<file path="config.mk">
export PLATFORM = sky130hd
export DESIGN_NAME = lsr_readout_seq
export DESIGN_NICKNAME = d
export VERILOG_FILES = /design/src/rtl/lsr_pkg.sv /design/src/rtl/lsr_clkgen.sv /design/src/rtl/lsr_spacing.sv /design/src/rtl/lsr_readout_seq.sv
export SDC_FILE = /design/constraint.sdc
export NUM_CORES = 1
export LEC_CHECK = 0
export BUFFER_PORTS_ARGS = -buffer_cell sky130_fd_sc_hd__buf_2
export CAP_MARGIN = 20
export CORE_MARGIN = 5
export CORE_UTILIZATION = 51
export DETAILED_ROUTE_END_ITERATION = 6
export PLACE_DENSITY = 0.82
export RECOVER_POWER = 50
export SYNTH_ARGS = -nofsm -noshare
export SYNTH_HDL_FRONTEND = slang
export SYNTH_SLANG_ARGS = --single-unit
</file>
<file path="constraint.sdc">
create_clock -name clk -period 13.76 [get_ports clk]
set_clock_uncertainty 0.2 [all_clocks]
set_input_delay 4.128 -clock clk [delete_from_list [all_inputs] [get_ports clk]]
set_output_delay 4.128 -clock clk [all_outputs]
set_load 0.005 [all_outputs]
</file>
<file path="src/rtl/lsr_pkg.sv">
package lsr_pkg;

    // Controller states
    typedef enum logic [1:0] {
        ST_IDLE = 2'd0,
        ST_ARM  = 2'd1,
        ST_READ = 2'd2,
        ST_GAP  = 2'd3
    } seq_state_t;

endpackage

</file>
<file path="src/rtl/lsr_clkgen.sv">
// Sensor clock generator: each level lasts half_div system cycles.
// rise_now / fall_now flag the cycle whose closing edge toggles sclk.
module lsr_clkgen #(
    parameter int DIV_W = 8
) (
    input  logic             clk,
    input  logic             rst_n,
    input  logic [DIV_W-1:0] half_div,
    output logic             sclk,
    output logic             rise_now,
    output logic             fall_now
);
    logic [DIV_W-1:0] cnt_q;
    logic             sclk_q;
    logic [DIV_W-1:0] half_eff;
    logic             tick;

    assign half_eff = (half_div == '0) ? DIV_W'(1) : half_div;
    assign tick     = (cnt_q >= half_eff - DIV_W'(1));
    assign rise_now = tick && !sclk_q;
    assign fall_now = tick && sclk_q;
    assign sclk     = sclk_q;

    always_ff @(posedge clk) begin
        if (!rst_n) begin
            cnt_q  <= '0;
            sclk_q <= 1'b0;
        end else if (tick) begin
            cnt_q  <= '0;
            sclk_q <= ~sclk_q;
        end else begin
            cnt_q  <= cnt_q + DIV_W'(1);
        end
    end
endmodule

</file>
<file path="src/rtl/lsr_spacing.sv">
// Edges between start captures: max(integration + reset interval, frame length).
module lsr_spacing #(
    parameter int INT_W       = 16,
    parameter int CW          = 18,
    parameter int RST_CLKS    = 18,
    parameter int FRAME_EDGES = 129
) (
    input  logic [INT_W-1:0] integ_clks,
    output logic [CW-1:0]    spacing
);
    logic [CW-1:0] sum;

    assign sum     = CW'(integ_clks) + CW'(RST_CLKS);
    assign spacing = (sum < CW'(FRAME_EDGES)) ? CW'(FRAME_EDGES) : sum;
endmodule

</file>
<file path="src/rtl/lsr_readout_seq.sv">
module lsr_readout_seq
    import lsr_pkg::*;
#(
    parameter int NUM_PIX  = 128,
    parameter int RST_CLKS = 18,
    parameter int DIV_W    = 8,
    parameter int INT_W    = 16,
    parameter int IDX_W    = $clog2(NUM_PIX)
) (
    input  logic             clk,
    input  logic             rst_n,
    input  logic             start_req,
    input  logic             free_run,
    input  logic [DIV_W-1:0] half_div,
    input  logic [INT_W-1:0] integ_clks,
    output logic             sclk,
    output logic             si,
    output logic             sample_stb,
    output logic [IDX_W-1:0] pix_idx,
    output logic             frame_done,
    output logic             busy
);
    localparam int FRAME_EDGES = NUM_PIX + 1;
    localparam int CW          = INT_W + 2;

    seq_state_t       state_q, state_d;
    logic [CW-1:0]    ec_q;        // rising edges since capture (capture = 1)
    logic             pend_q;
    logic [CW-1:0]    spacing;
    logic             rise_now, fall_now;
    logic             go, launch, stb_d;

    logic             si_q, stb_q, done_q, busy_q;
    logic [IDX_W-1:0] idx_q;

    lsr_clkgen #(.DIV_W(DIV_W)) clkgen_i (
        .clk      (clk),
        .rst_n    (rst_n),
        .half_div (half_div),
        .sclk     (sclk),
        .rise_now (rise_now),
        .fall_now (fall_now)
    );

    lsr_spacing #(
        .INT_W       (INT_W),
        .CW          (CW),
        .RST_CLKS    (RST_CLKS),
        .FRAME_EDGES (FRAME_EDGES)
    ) spacing_i (
        .integ_clks (integ_clks),
        .spacing    (spacing)
    );

    assign go = pend_q || free_run;

    // Next-state logic
    always_comb begin
        state_d = state_q;
        unique case (state_q)
            ST_IDLE: if (fall_now && go) state_d = ST_ARM;
            ST_ARM:  if (rise_now) state_d = ST_READ;
            ST_READ: if (rise_now && ec_q == CW'(NUM_PIX)) state_d = ST_GAP;
            ST_GAP:  if (fall_now && ec_q >= spacing) state_d = go ? ST_ARM : ST_IDLE;
            default: state_d = ST_IDLE;
        endcase
    end

    assign launch = (state_d == ST_ARM) && (state_q != ST_ARM);
    assign stb_d  = (state_q == ST_READ) && fall_now && (ec_q <= CW'(NUM_PIX));

    // State register, edge counter and request latch
    always_ff @(posedge clk) begin
        if (!rst_n) begin
            state_q <= ST_IDLE;
            ec_q    <= '0;
            pend_q  <= 1'b0;
        end else begin
            state_q <= state_d;
            if (state_q == ST_ARM && rise_now)
                ec_q <= CW'(1);
            else if (rise_now && (state_q == ST_READ ||
                                  (state_q == ST_GAP && ec_q < spacing)))
                ec_q <= ec_q + CW'(1);
            if (start_req)
                pend_q <= 1'b1;
            else if (launch)
                pend_q <= 1'b0;
        end
    end

    // Output registers
    always_ff @(posedge clk) begin
        if (!rst_n) begin
            si_q   <= 1'b0;
            stb_q  <= 1'b0;
            done_q <= 1'b0;
            busy_q <= 1'b0;
            idx_q  <= '0;
        end else begin
            if (launch)
                si_q <= 1'b1;
            else if (state_q == ST_READ && fall_now)
                si_q <= 1'b0;
            stb_q  <= stb_d;
            if (stb_d)
                idx_q <= IDX_W'(ec_q - CW'(1));
            done_q <= (state_q == ST_READ) && (state_d == ST_GAP);
            busy_q <= (state_d == ST_ARM) || (state_d == ST_READ);
        end
    end

    assign si         = si_q;
    assign sample_stb = stb_q;
    assign pix_idx    = idx_q;
    assign frame_done = done_q;
    assign busy       = busy_q;
endmodule

</file>
==> impl_metrics.ini <==
[worst_setup_path]
cp-end-kind = flip-flop
cp-start-kind = input pin
crit_fanout = 15
r2r_cells = 7
arrival_ns = 9.38
crit_type = input pin to flip-flop
crit_required_ns = 13.77

[route]
routed_wl_um = 7295
wl_per_cell_um = 14.65
drtIter0Drc = 230
drc_errors = 0
viasPerCell = 6.084
dr.pass1.iters = 4
ant_nets = 0
num_vias = 3030

[global_routing]
grt_pass1_wl_um = 12050
grt_pass1_vias = 2692
grt_usage = 0.1875
grt_max_degree = 33
overflow = 0
antenna_found_initial = 0

[power_and_ir_drop]
clockPowerShare = 0.336
ir_worst_vdd_mv = 0.06329
p_sw_frac = 0.2755
net-switching-power_mw = 0.06417
p_int_mw = 0.1687
powerDensity_mw_per_mm2 = 66.79
leakagePower_nw = 1.365
seqPwrFrac = 0.521
combPwrFrac = 0.142

[layout]
area_delta_synth_final_pct = 8.443
nets = 480
diodes = 0
final_cell_mix = 41 x dfxtp_1, 32 x ha_1, 32 x buf_2, 31 x nand2_1, 27 x nor2_1
layout_commonest_cell = dfxtp_1
post-route-util = 0.5587
drive_gt1_frac = 0.1164

[cts]
clkTransAtPathRegs_ns = 0.08
cts_tree = built
htreeDepth = 2
ctsHoldBuffers = 0
clk_latency_ns = 0.29
clock_path_buffers = 2
root_buffer = clkbuf_8
cts_sinks = 41
cts-buffers-inserted = 5
cts_resized = 0
cts_setup_buffers = 0

[die]
io_pins = 40
placementRows = 29
die_h_um = 89.41
start_util = 0.5152
die_area_sq_mm = 0.007993
coreArea_sq_mm = 0.006241
die_w_um = 89.41

[timing]
rsz0062_at_grt = false
fin_crit_sh = 0.6805
tightest_slew_ns = 3.154
finalSetupViolations = 0
drv_slew = 16
whs_ns = 0.2989
fmaxAchievable_mhz = 106.8
fin_tns_setup_ns = 0
finalHoldViolations = 0
layout_setup_ws_ns = 4.397
period_minus_slack_ns = 9.363
slew_headroom = -1.157

[synth]
ys_seq_area_frac = 0.2553
synth_nets = 453
synthArstFlopShare = 0
syn_inst = 393
synth_area_per_cell_sq_um = 8.182
synthFlopType = dfxtp_1
ys_ff_latch = 41
synth_edf_count = 0
netlist_area_sq_mm = 0.003216
ys_types = 60
yosys_warnings = 0

[hold_path]
hold_depth = 2
holdCritPathClass = flip-flop to flip-flop

[status]
status = finished with violations
violations = max-capacitance violations, max-slew violations

[placement]
port_buffers = 39
post-place-ws_ns = 4.751
gp_congestion = 0.8419
dp_hpwl_um = 5733

[flow_run]
drv_cap = 1
-- stage by stage --
stage	total power, mW	area [sq um]	cells
CTS	0.2336	3500	497
detailed placement	0.1572	3413	489
floorplan	0.1465	3216	393
finish	0.2329	3487	498
global route	0.2448	3487	498
global placement	0.1555	3413	489
-- power by group through the flow --
stage / Clock (mW) / Combinational (mW) / Sequential [mW]
floorplan: 0 / 0.0228 / 0.124
detailed placement: 0 / 0.0332 / 0.124
global placement: 0 / 0.0315 / 0.124
CTS: 0.0790 / 0.0333 / 0.121
global route: 0.0854 / 0.0379 / 0.122
finish: 0.0783 / 0.0332 / 0.121
-- routing by layer --
layer | vias to the layer above | wire length, um | global-route usage
met5 | - | 0 | 0
met4 | 0 | 116 | 0.06089
met3 | 13 | 378 | 0.03318
met2 | 68 | 3397 | 0.3074
met1 | 1411 | 3403 | 0.2489
li1 | 1538 | - | -
-- final timing paths --
check | start | endpoint | slack, ns
worst max register to register | clkgen_i.cnt_q[7] | pix_idx[3] | 9.31
worst max-delay path | half_div[3] | pix_idx[3] | 4.40
worst min-delay path | pix_idx[4] | pix_idx[4] | 0.30
worst min register to register | pix_idx[4] | pix_idx[4] | 0.30
-- registers in the layout, indices dropped and copies added (netlist names) --
signal / count
busy: 1
clkgen_i.cnt_q: 8
clkgen_i.sclk: 1
ec_q: 18
frame_done: 1
pend_q: 1
pix_idx: 7
sample_stb: 1
si: 1
state_q: 2
-- cells in the mapped netlist (all sizes together) (3+ instances only) --
| cell type | number | area, sq um |
|---|---|---|
| dfxtp | 41 | 820.8 |
| ha | 32 | 400.4 |
| nand2 | 31 | 116.4 |
| nor2 | 28 | 107.6 |
| a21oi | 27 | 138.9 |
| nand3 | 17 | 85.08 |
| inv | 16 | 60.06 |
| xor2 | 16 | 140.1 |
| o31ai | 15 | 112.6 |
| or4 | 15 | 112.6 |
| nand4 | 14 | 87.58 |
| buf | 12 | 63.80 |
| xnor2 | 12 | 105.1 |
| nor3 | 11 | 55.05 |
| o21ai | 11 | 58.80 |
| and3 | 9 | 56.30 |
| clkbuf | 8 | 30.03 |
| a211oi | 7 | 52.55 |
| a31oi | 6 | 37.54 |
| nor4 | 6 | 43.79 |
| and2 | 5 | 31.28 |
| o21bai | 5 | 37.54 |
| nor2b | 4 | 25.02 |
| a211o | 3 | 26.28 |
| nand2b | 3 | 18.77 |
| o21a | 3 | 22.52 |
-- worst max-delay path: stages --
cell and delay [ns]:
clkbuf_1 0.10, or3_1 0.39, nor2_1 0.13, nand2_1 0.08
o21bai_1 0.22, inv_1 0.11, ha_1 0.24, nand2_1 0.10
xor2_1 0.07, ha_1 0.26, and2_0 0.15, o2111ai_1 0.18
o21a_1 0.32, a2111oi_0 2.48, nor2_1 0.09, a211oi_1 0.31
-- final cells by class --
type / instances / area [sq um]
inverters: 16 / 60.06
clock buffers: 5 / 68.82
well taps: 77 / 96.34
fillers: 593 / 2754
repair buffers: 40 / 201.4
flip-flops and latches: 41 / 820.8
clock inverters: 3 / 17.52
multi-input cells: 316 / 2222
-- kinds of logic (layout without fill, tap and decap cells) --
group           after synthesis  after routing  synth area share
fa+ha+maj                    32             32            0.1245
buf+inv                      36             64           0.04786
flops                        41             41            0.2553
compound gates               98             98            0.2249
mux                           2              2          0.006226
simple gates                156            156            0.2650
xor+xnor                     28             28           0.07626
Power figures use the tool's default switching activity.
